File: src/rtl/eight_stat_pkg.sv
package eight_stat_pkg;
  typedef enum logic [1:0] {
    ST_IDLE = 2'd0,
    ST_ARM  = 2'd1,
    ST_CAPT = 2'd2,
    ST_DONE = 2'd3
  } stat_state_e;
endpackage

File: src/rtl/stat_ctrl.sv
module stat_ctrl
  import eight_stat_pkg::*;
#(
  parameter int N_SMP = 8,
  parameter int CNT_W = $clog2(N_SMP + 1)
) (
  input  logic             clk_i,
  input  logic             rst_ni,
  input  logic             arm_i,
  output logic             clr_o,
  output logic             cap_o,
  output logic             pub_o,
  output logic [CNT_W-1:0] cnt_o
);
  localparam logic [CNT_W-1:0] LAST_IDX = CNT_W'(N_SMP - 1);

  stat_state_e st_q, st_d;
  logic [CNT_W-1:0] cnt_q;
  logic last_cap;

  always_comb begin
    clr_o    = arm_i;
    cap_o    = !arm_i && (st_q == ST_ARM || st_q == ST_CAPT);
    pub_o    = !arm_i && (st_q == ST_DONE);
    last_cap = cap_o && (cnt_q == LAST_IDX);
  end

  always_comb begin
    st_d = st_q;
    if (arm_i) begin
      st_d = ST_ARM;  // restart discards anything in flight
    end else begin
      unique case (st_q)
        ST_IDLE: st_d = ST_IDLE;
        ST_ARM,
        ST_CAPT: st_d = last_cap ? ST_DONE : ST_CAPT;
        ST_DONE: st_d = ST_IDLE;
        default: st_d = ST_IDLE;
      endcase
    end
  end

  always_ff @(posedge clk_i or negedge rst_ni) begin
    if (!rst_ni) begin
      st_q  <= ST_IDLE;
      cnt_q <= '0;
    end else begin
      st_q <= st_d;
      if (clr_o)      cnt_q <= '0;
      else if (cap_o) cnt_q <= cnt_q + 1'b1;
    end
  end

  assign cnt_o = cnt_q;
endmodule

File: src/rtl/stat_accum.sv
module stat_accum #(
  parameter int DATA_W = 8,
  parameter int SUM_W  = 11
) (
  input  logic              clk_i,
  input  logic              rst_ni,
  input  logic              clr_i,
  input  logic              cap_i,
  input  logic [DATA_W-1:0] data_i,
  output logic [SUM_W-1:0]  sum_o
);
  logic [SUM_W-1:0] sum_q;

  always_ff @(posedge clk_i or negedge rst_ni) begin
    if (!rst_ni)    sum_q <= '0;
    else if (clr_i) sum_q <= '0;
    else if (cap_i) sum_q <= sum_q + SUM_W'(data_i);
  end

  assign sum_o = sum_q;
endmodule

File: src/rtl/stat_extrema.sv
module stat_extrema #(
  parameter int DATA_W = 8
) (
  input  logic              clk_i,
  input  logic              rst_ni,
  input  logic              clr_i,
  input  logic              cap_i,
  input  logic [DATA_W-1:0] data_i,
  output logic [DATA_W-1:0] min_o,
  output logic [DATA_W-1:0] max_o
);
  logic [DATA_W-1:0] min_q, max_q;

  always_ff @(posedge clk_i or negedge rst_ni) begin
    if (!rst_ni) begin
      min_q <= '1;
      max_q <= '0;
    end else if (clr_i) begin
      min_q <= '1;
      max_q <= '0;
    end else if (cap_i) begin
      if (data_i < min_q) min_q <= data_i;
      if (data_i > max_q) max_q <= data_i;
    end
  end

  assign min_o = min_q;
  assign max_o = max_q;
endmodule

File: src/rtl/eight_stat_top.sv
module eight_stat_top #(
  parameter int DATA_W = 8,
  parameter int N_SMP  = 8   // power of two: mean is a pure shift
) (
  input  logic              clk_i,
  input  logic              rst_ni,
  input  logic              arm_i,
  input  logic [DATA_W-1:0] data_i,
  output logic [DATA_W-1:0] mean_o,
  output logic [DATA_W-1:0] mid_o,
  output logic              valid_o
);
  localparam int SHIFT = $clog2(N_SMP);
  localparam int SUM_W = DATA_W + SHIFT;
  localparam int CNT_W = $clog2(N_SMP + 1);

  logic             clr_w, cap_w, pub_w;
  logic [CNT_W-1:0] cnt_w;
  logic [SUM_W-1:0] sum_w;
  logic [DATA_W-1:0] min_w, max_w;
  logic [DATA_W:0]   ext_w;
  logic [DATA_W-1:0] mean_q, mid_q;
  logic              valid_q;

  stat_ctrl #(.N_SMP(N_SMP), .CNT_W(CNT_W)) i_ctrl (
    .clk_i (clk_i),
    .rst_ni(rst_ni),
    .arm_i (arm_i),
    .clr_o (clr_w),
    .cap_o (cap_w),
    .pub_o (pub_w),
    .cnt_o (cnt_w)
  );

  stat_accum #(.DATA_W(DATA_W), .SUM_W(SUM_W)) i_accum (
    .clk_i (clk_i),
    .rst_ni(rst_ni),
    .clr_i (clr_w),
    .cap_i (cap_w),
    .data_i(data_i),
    .sum_o (sum_w)
  );

  stat_extrema #(.DATA_W(DATA_W)) i_extrema (
    .clk_i (clk_i),
    .rst_ni(rst_ni),
    .clr_i (clr_w),
    .cap_i (cap_w),
    .data_i(data_i),
    .min_o (min_w),
    .max_o (max_w)
  );

  assign ext_w = {1'b0, max_w} + {1'b0, min_w};

  always_ff @(posedge clk_i or negedge rst_ni) begin
    if (!rst_ni) begin
      mean_q  <= '0;
      mid_q   <= '0;
      valid_q <= 1'b0;
    end else begin
      valid_q <= pub_w;
      if (pub_w) begin
        mean_q <= sum_w[SUM_W-1:SHIFT];
        mid_q  <= ext_w[DATA_W:1];
      end
    end
  end

  assign mean_o  = mean_q;
  assign mid_o   = mid_q;
  assign valid_o = valid_q;
endmodule


File: config.mk
export PLATFORM = sky130hd
export DESIGN_NAME = eight_stat_top
export DESIGN_NICKNAME = d
export VERILOG_FILES = /design/src/rtl/eight_stat_pkg.sv /design/src/rtl/stat_ctrl.sv /design/src/rtl/stat_accum.sv /design/src/rtl/stat_extrema.sv /design/src/rtl/eight_stat_top.sv
export SDC_FILE = /design/constraint.sdc
export NUM_CORES = 1
export LEC_CHECK = 0
export ABC_AREA = 1
export BUFFER_PORTS_ARGS = -buffer_cell sky130_fd_sc_hd__buf_2
export CORE_UTILIZATION = 55
export DETAILED_ROUTE_END_ITERATION = 16
export GPL_ROUTABILITY_DRIVEN = 0
export PLACE_DENSITY = 0.75
export SETUP_SLACK_MARGIN = 0.4
export SKIP_LAST_GASP = 1
export SLEW_MARGIN = 20
export SYNTH_ARGS = -nofsm -noshare
export SYNTH_HDL_FRONTEND = slang
export SYNTH_SLANG_ARGS = --single-unit
File: constraint.sdc
create_clock -name clk_i -period 2 [get_ports clk_i]
set_input_delay 0.6 -clock clk_i [delete_from_list [all_inputs] [get_ports clk_i]]
set_output_delay 0.6 -clock clk_i [all_outputs]
set_load 0.005 [all_outputs]
==> impl_metrics.xml <==
<?xml version="1.0" encoding="UTF-8"?>
<metrics>
  <group name="power_and_ir_drop">
    <metric name="cell_internal_pwr" unit="W">0.00226</metric>
    <metric name="switching_share" unit="">0.371</metric>
    <metric name="combPwrFrac" unit="">0.404</metric>
    <metric name="seq_power_share" unit="">0.387</metric>
    <metric name="totalPowerFinal" unit="W">0.00359</metric>
    <metric name="p_switching" unit="W">0.00133</metric>
    <metric name="peakVddDrop" unit="mV">0.403</metric>
    <metric name="p_leak" unit="nW">1.99</metric>
    <metric name="pwr_cell_area" unit="mW/mm^2">895</metric>
    <metric name="clock_power_share" unit="">0.210</metric>
  </group>
  <group name="sta">
    <metric name="period_needed" unit="ns">1.71</metric>
    <metric name="timing.fmax" unit="GHz">0.586</metric>
    <metric name="hold_ws" unit="ns">0.251</metric>
    <metric name="worst_slew_pin_slew" unit="ns">0.395</metric>
    <metric name="setup_total_negative_slack" unit="ns">0</metric>
    <metric name="relSlewSlack" unit="">0.736</metric>
    <metric name="final_hold_viol_count" unit="">0</metric>
    <metric name="worst_clk_skew" unit="ns">0.00694</metric>
    <metric name="fin_crit_sh" unit="">0.853</metric>
    <metric name="final_max_slew_viol_count" unit="">0</metric>
    <metric name="finalSetupViolations" unit="">0</metric>
    <metric name="rsz0062_at_grt" unit="">true</metric>
  </group>
  <group name="yosys">
    <metric name="synth.yosys.warnings" unit="">0</metric>
    <metric name="proportion_of_register_bits_with_asynchronous_set_or_reset_after_synthesis" unit="">1.00</metric>
    <metric name="yosysUniqueCellTypes" unit="">38</metric>
    <metric name="seq_area_frac_synth" unit="">0.400</metric>
    <metric name="synth_area" unit="mm^2">0.00315</metric>
    <metric name="synth_cells" unit="">390</metric>
    <metric name="synth.ff_latch_count" unit="">50</metric>
    <metric name="syn_nets" unit="">435</metric>
    <metric name="syn_avg_cell_area" unit="um^2">8.08</metric>
    <metric name="synth_enable_flop_cells" unit="">0</metric>
    <metric name="ys.flop_type" unit="">sky130_fd_sc_hd__dfrtp_1</metric>
  </group>
  <group name="setup_path">
    <metric name="critPathArrivalTime" unit="ns">1.96</metric>
    <metric name="cpMaxStageDelayCell" unit="">sky130_fd_sc_hd__dfstp_2</metric>
    <metric name="path_cells" unit="">inv_1 &gt; ha_1 &gt; nand2_1 &gt; inv_1 &gt; nand2_1 &gt; nand2_1 &gt; nand2_1 &gt; nand2_4 &gt; nand2_8 &gt; nand2_2 &gt; nand2_2</metric>
    <metric name="regToRegEndpoint" unit="">i_extrema.min_o[7]$_DFFE_PN1P_</metric>
    <metric name="required" unit="ns">2.25</metric>
    <metric name="endpoint_kind" unit="">register</metric>
    <metric name="rrSetupSlack" unit="ns">0.29</metric>
    <metric name="cp_max_fo" unit="">8</metric>
    <metric name="worst_path_dominant_cell_family" unit="">simple AND/OR/NAND/NOR gates</metric>
    <metric name="timing.critical_path.slowest_cell_delay" unit="ns">0.58</metric>
    <metric name="cpMostUsedCell" unit="">sky130_fd_sc_hd__nand2_1</metric>
    <metric name="worstSetupPathType" unit="">reg -&gt; reg</metric>
    <metric name="cp_launch_type" unit="">register</metric>
    <metric name="worst-r2r-cell-count" unit="">11</metric>
    <metric name="worst-path-buf-inv" unit="">2</metric>
    <metric name="r2r-start" unit="">i_extrema.min_o[2]$_DFFE_PN1P_</metric>
  </group>
  <group name="die">
    <metric name="floorplan.initialDensity" unit="">0.572</metric>
    <metric name="placementRows" unit="">27</metric>
    <metric name="floorplan_die_area" unit="mm^2">0.00603</metric>
    <metric name="io_pins" unit="">28</metric>
    <metric name="die_width" unit="um">77.7</metric>
    <metric name="fp.coreArea" unit="mm^2">0.00551</metric>
    <metric name="die_height" unit="um">77.7</metric>
  </group>
  <group name="cells_and_area">
    <metric name="final_cell_mix" unit="">sky130_fd_sc_hd__nand2_1 (103), sky130_fd_sc_hd__dfrtp_1 (41), sky130_fd_sc_hd__inv_1 (34)</metric>
    <metric name="mostFrequentLayoutCell" unit="">sky130_fd_sc_hd__nand2_1</metric>
    <metric name="fin_nets" unit="">480</metric>
    <metric name="final-seq-area" unit="mm^2">0.00126</metric>
    <metric name="n_antenna_cell" unit="">0</metric>
    <metric name="post_route_cells_drive_above_1_share" unit="">0.346</metric>
    <metric name="area_taken_by_multi_input_logic_gates" unit="mm^2">0.00209</metric>
    <metric name="fillers" unit="">426</metric>
    <metric name="areaGrowthSynthToFinish" unit="%">27.4</metric>
    <metric name="final_core_util" unit="">0.729</metric>
  </group>
  <group name="clocking">
    <metric name="post_cts_hold_buffer_count" unit="">0</metric>
    <metric name="cts_htree_levels" unit="">2</metric>
    <metric name="cts-root-buf" unit="">sky130_fd_sc_hd__clkbuf_8</metric>
    <metric name="cts-buffers-inserted" unit="">5</metric>
    <metric name="cts.sink_count" unit="">50</metric>
    <metric name="path_clk_slew" unit="ns">0.10</metric>
    <metric name="clockBufferDepth" unit="">2</metric>
    <metric name="clock_latency_reported_for_the_late_side_of_the_worst_skew_pair" unit="ns">0.31</metric>
    <metric name="cts_tree" unit="">built</metric>
  </group>
  <group name="route">
    <metric name="detail_route.vias_per_cell" unit="">5.47</metric>
    <metric name="dr_wl_met2" unit="um">3550</metric>
    <metric name="routed_wire_length_per_instance" unit="um">14.5</metric>
    <metric name="initialDrtViolationCount" unit="">179</metric>
    <metric name="m1WireLength" unit="um">3340</metric>
    <metric name="met3_length" unit="um">324</metric>
    <metric name="drc" unit="">0</metric>
    <metric name="vias" unit="">2779</metric>
    <metric name="ant_nets" unit="">0</metric>
    <metric name="wirelength" unit="um">7340</metric>
    <metric name="drt_pre_antenna_iters" unit="">4</metric>
    <metric name="top_layer_used" unit="">met4</metric>
  </group>
  <group name="global_routing">
    <metric name="global_route_wire_length_before_repair" unit="um">11600</metric>
    <metric name="vias_in_the_first_global_route" unit="">2439</metric>
    <metric name="grt_util_all_layers" unit="">0.247</metric>
    <metric name="grt_start_max_net_pins" unit="">51</metric>
    <metric name="antenna_found_initial" unit="">0</metric>
    <metric name="globalRouteOverflowTotal" unit="">0</metric>
  </group>
  <group name="worst_hold_path">
    <metric name="min_path_type" unit="">in -&gt; async</metric>
  </group>
  <group name="job">
    <metric name="cap_violations" unit="">0</metric>
  </group>
  <group name="placement">
    <metric name="post-dp-hpwl" unit="um">4980</metric>
    <metric name="numPortBuffers" unit="">27</metric>
  </group>
  <group name="run_status">
    <metric name="outcome" unit="">completed</metric>
  </group>
</metrics>
## worst max-delay path by stage
stage | start | end | slack [ns] | cells after the start
global placement | data_i[2] | i_accum.sum_o[5]$_DFFE_PN0P_ | 0.08 | 8
global route | i_extrema.min_o[3]$_DFFE_PN1P_ | i_extrema.min_o[4]$_DFFE_PN1P_ | 0.22 | 11
finish | i_extrema.min_o[2]$_DFFE_PN1P_ | i_extrema.min_o[7]$_DFFE_PN1P_ | 0.29 | 11
CTS | i_extrema.min_o[5]$_DFFE_PN1P_ | i_extrema.min_o[5]$_DFFE_PN1P_ | 0.33 | 9
floorplan | data_i[0] | i_accum.sum_o[8]$_DFFE_PN0P_ | 0.32 | 8
detailed placement | data_i[2] | i_accum.sum_o[5]$_DFFE_PN0P_ | 0.06 | 8
## kinds of logic after synthesis
kind of cell / Yosys count / share of synthesized area
simple gates: 201 / 0.289
compound gates: 50 / 0.0958
buf+inv: 52 / 0.0663
flops: 50 / 0.400
fa+ha+maj: 34 / 0.140
xor+xnor: 3 / 0.00834
## per-layer routing
| metal | track usage | up-vias |
|---|---|---|
| li1 | - | 1383 |
| met1 | 0.347 | 1324 |
| met3 | 0.0424 | 10 |
| met5 | 0 | - |
| met2 | 0.386 | 62 |
| met4 | 0.0811 | 0 |
## synthesized netlist by cell type, types with 5 or more instances
cell | instances | share of area
sky130_fd_sc_hd__nand2_1 | 116 | 0.14
sky130_fd_sc_hd__dfrtp_1 | 42 | 0.33
sky130_fd_sc_hd__a21oi_1 | 18 | 0.029
sky130_fd_sc_hd__nand4_1 | 8 | 0.016
sky130_fd_sc_hd__ha_1 | 32 | 0.13
sky130_fd_sc_hd__inv_2 | 5 | 0.0060
sky130_fd_sc_hd__inv_1 | 39 | 0.046
sky130_fd_sc_hd__o21ai_1 | 10 | 0.016
sky130_fd_sc_hd__o21ai_0 | 6 | 0.0095
sky130_fd_sc_hd__nor2_1 | 16 | 0.019
sky130_fd_sc_hd__dfstp_2 | 8 | 0.067
sky130_fd_sc_hd__or2_2 | 7 | 0.014
sky130_fd_sc_hd__nand3_1 | 36 | 0.057
## power by group through the flow
stage	registers (W)	clock network, W	logic (W)
after floorplan	0.00138	0	0.000820
after detailed placement	0.00139	0	0.00118
final	0.00139	0.000752	0.00145
after CTS	0.00137	0.000770	0.00126
after global placement	0.00139	0	0.00115
after global routing	0.00141	0.000806	0.00162
## sequential cells by signal, indices dropped and copies added, names as in the netlist
| name | count |
|---|---|
| i_accum.sum_o | 11 |
| i_extrema.max_o | 8 |
| i_extrema.min_o | 8 |
| mean_o | 8 |
| mid_o | 8 |
| i_ctrl.cnt_o | 4 |
| i_ctrl.st_q | 2 |
| valid_o | 1 |
## worst reg2reg max path, delay by kind of cell, from the launching register on
family | cells | cell delay [ns]
and+or+nand+nor | 8 | 0.67
DFF | 1 | 0.58
buffers and inverters | 2 | 0.12
adders and majority gates | 1 | 0.28
## area by class of cell
cell class	instances	area share
Inverter	45	0.0427
Sequential cell	50	0.315
Timing Repair Buffer	44	0.0705
Clock inverter	3	0.0122
Tap cell	72	0.0225
Clock buffer	5	0.0171
Multi-Input combinational cell	289	0.520
## metrics by stage
step           std cells  worst slack [ns]  cell area (um^2)
2_1_floorplan        390             0.316              3300
3_3_place_gp         489            0.0832              3550
3_5_place_dp         489            0.0569              3550
4_1_cts              502             0.330              3770
5_1_grt              508             0.216              4010
6_report             508             0.293              4010
## repair_timing
action                     CTS  global route
pin swaps                    5            18
setup buffers                4             6
setup endpoints to repair   23            27
hold endpoints to repair     0             0
cloned                       1             0
gates resized for setup     16            38
(Power assumes the default switching activity.)
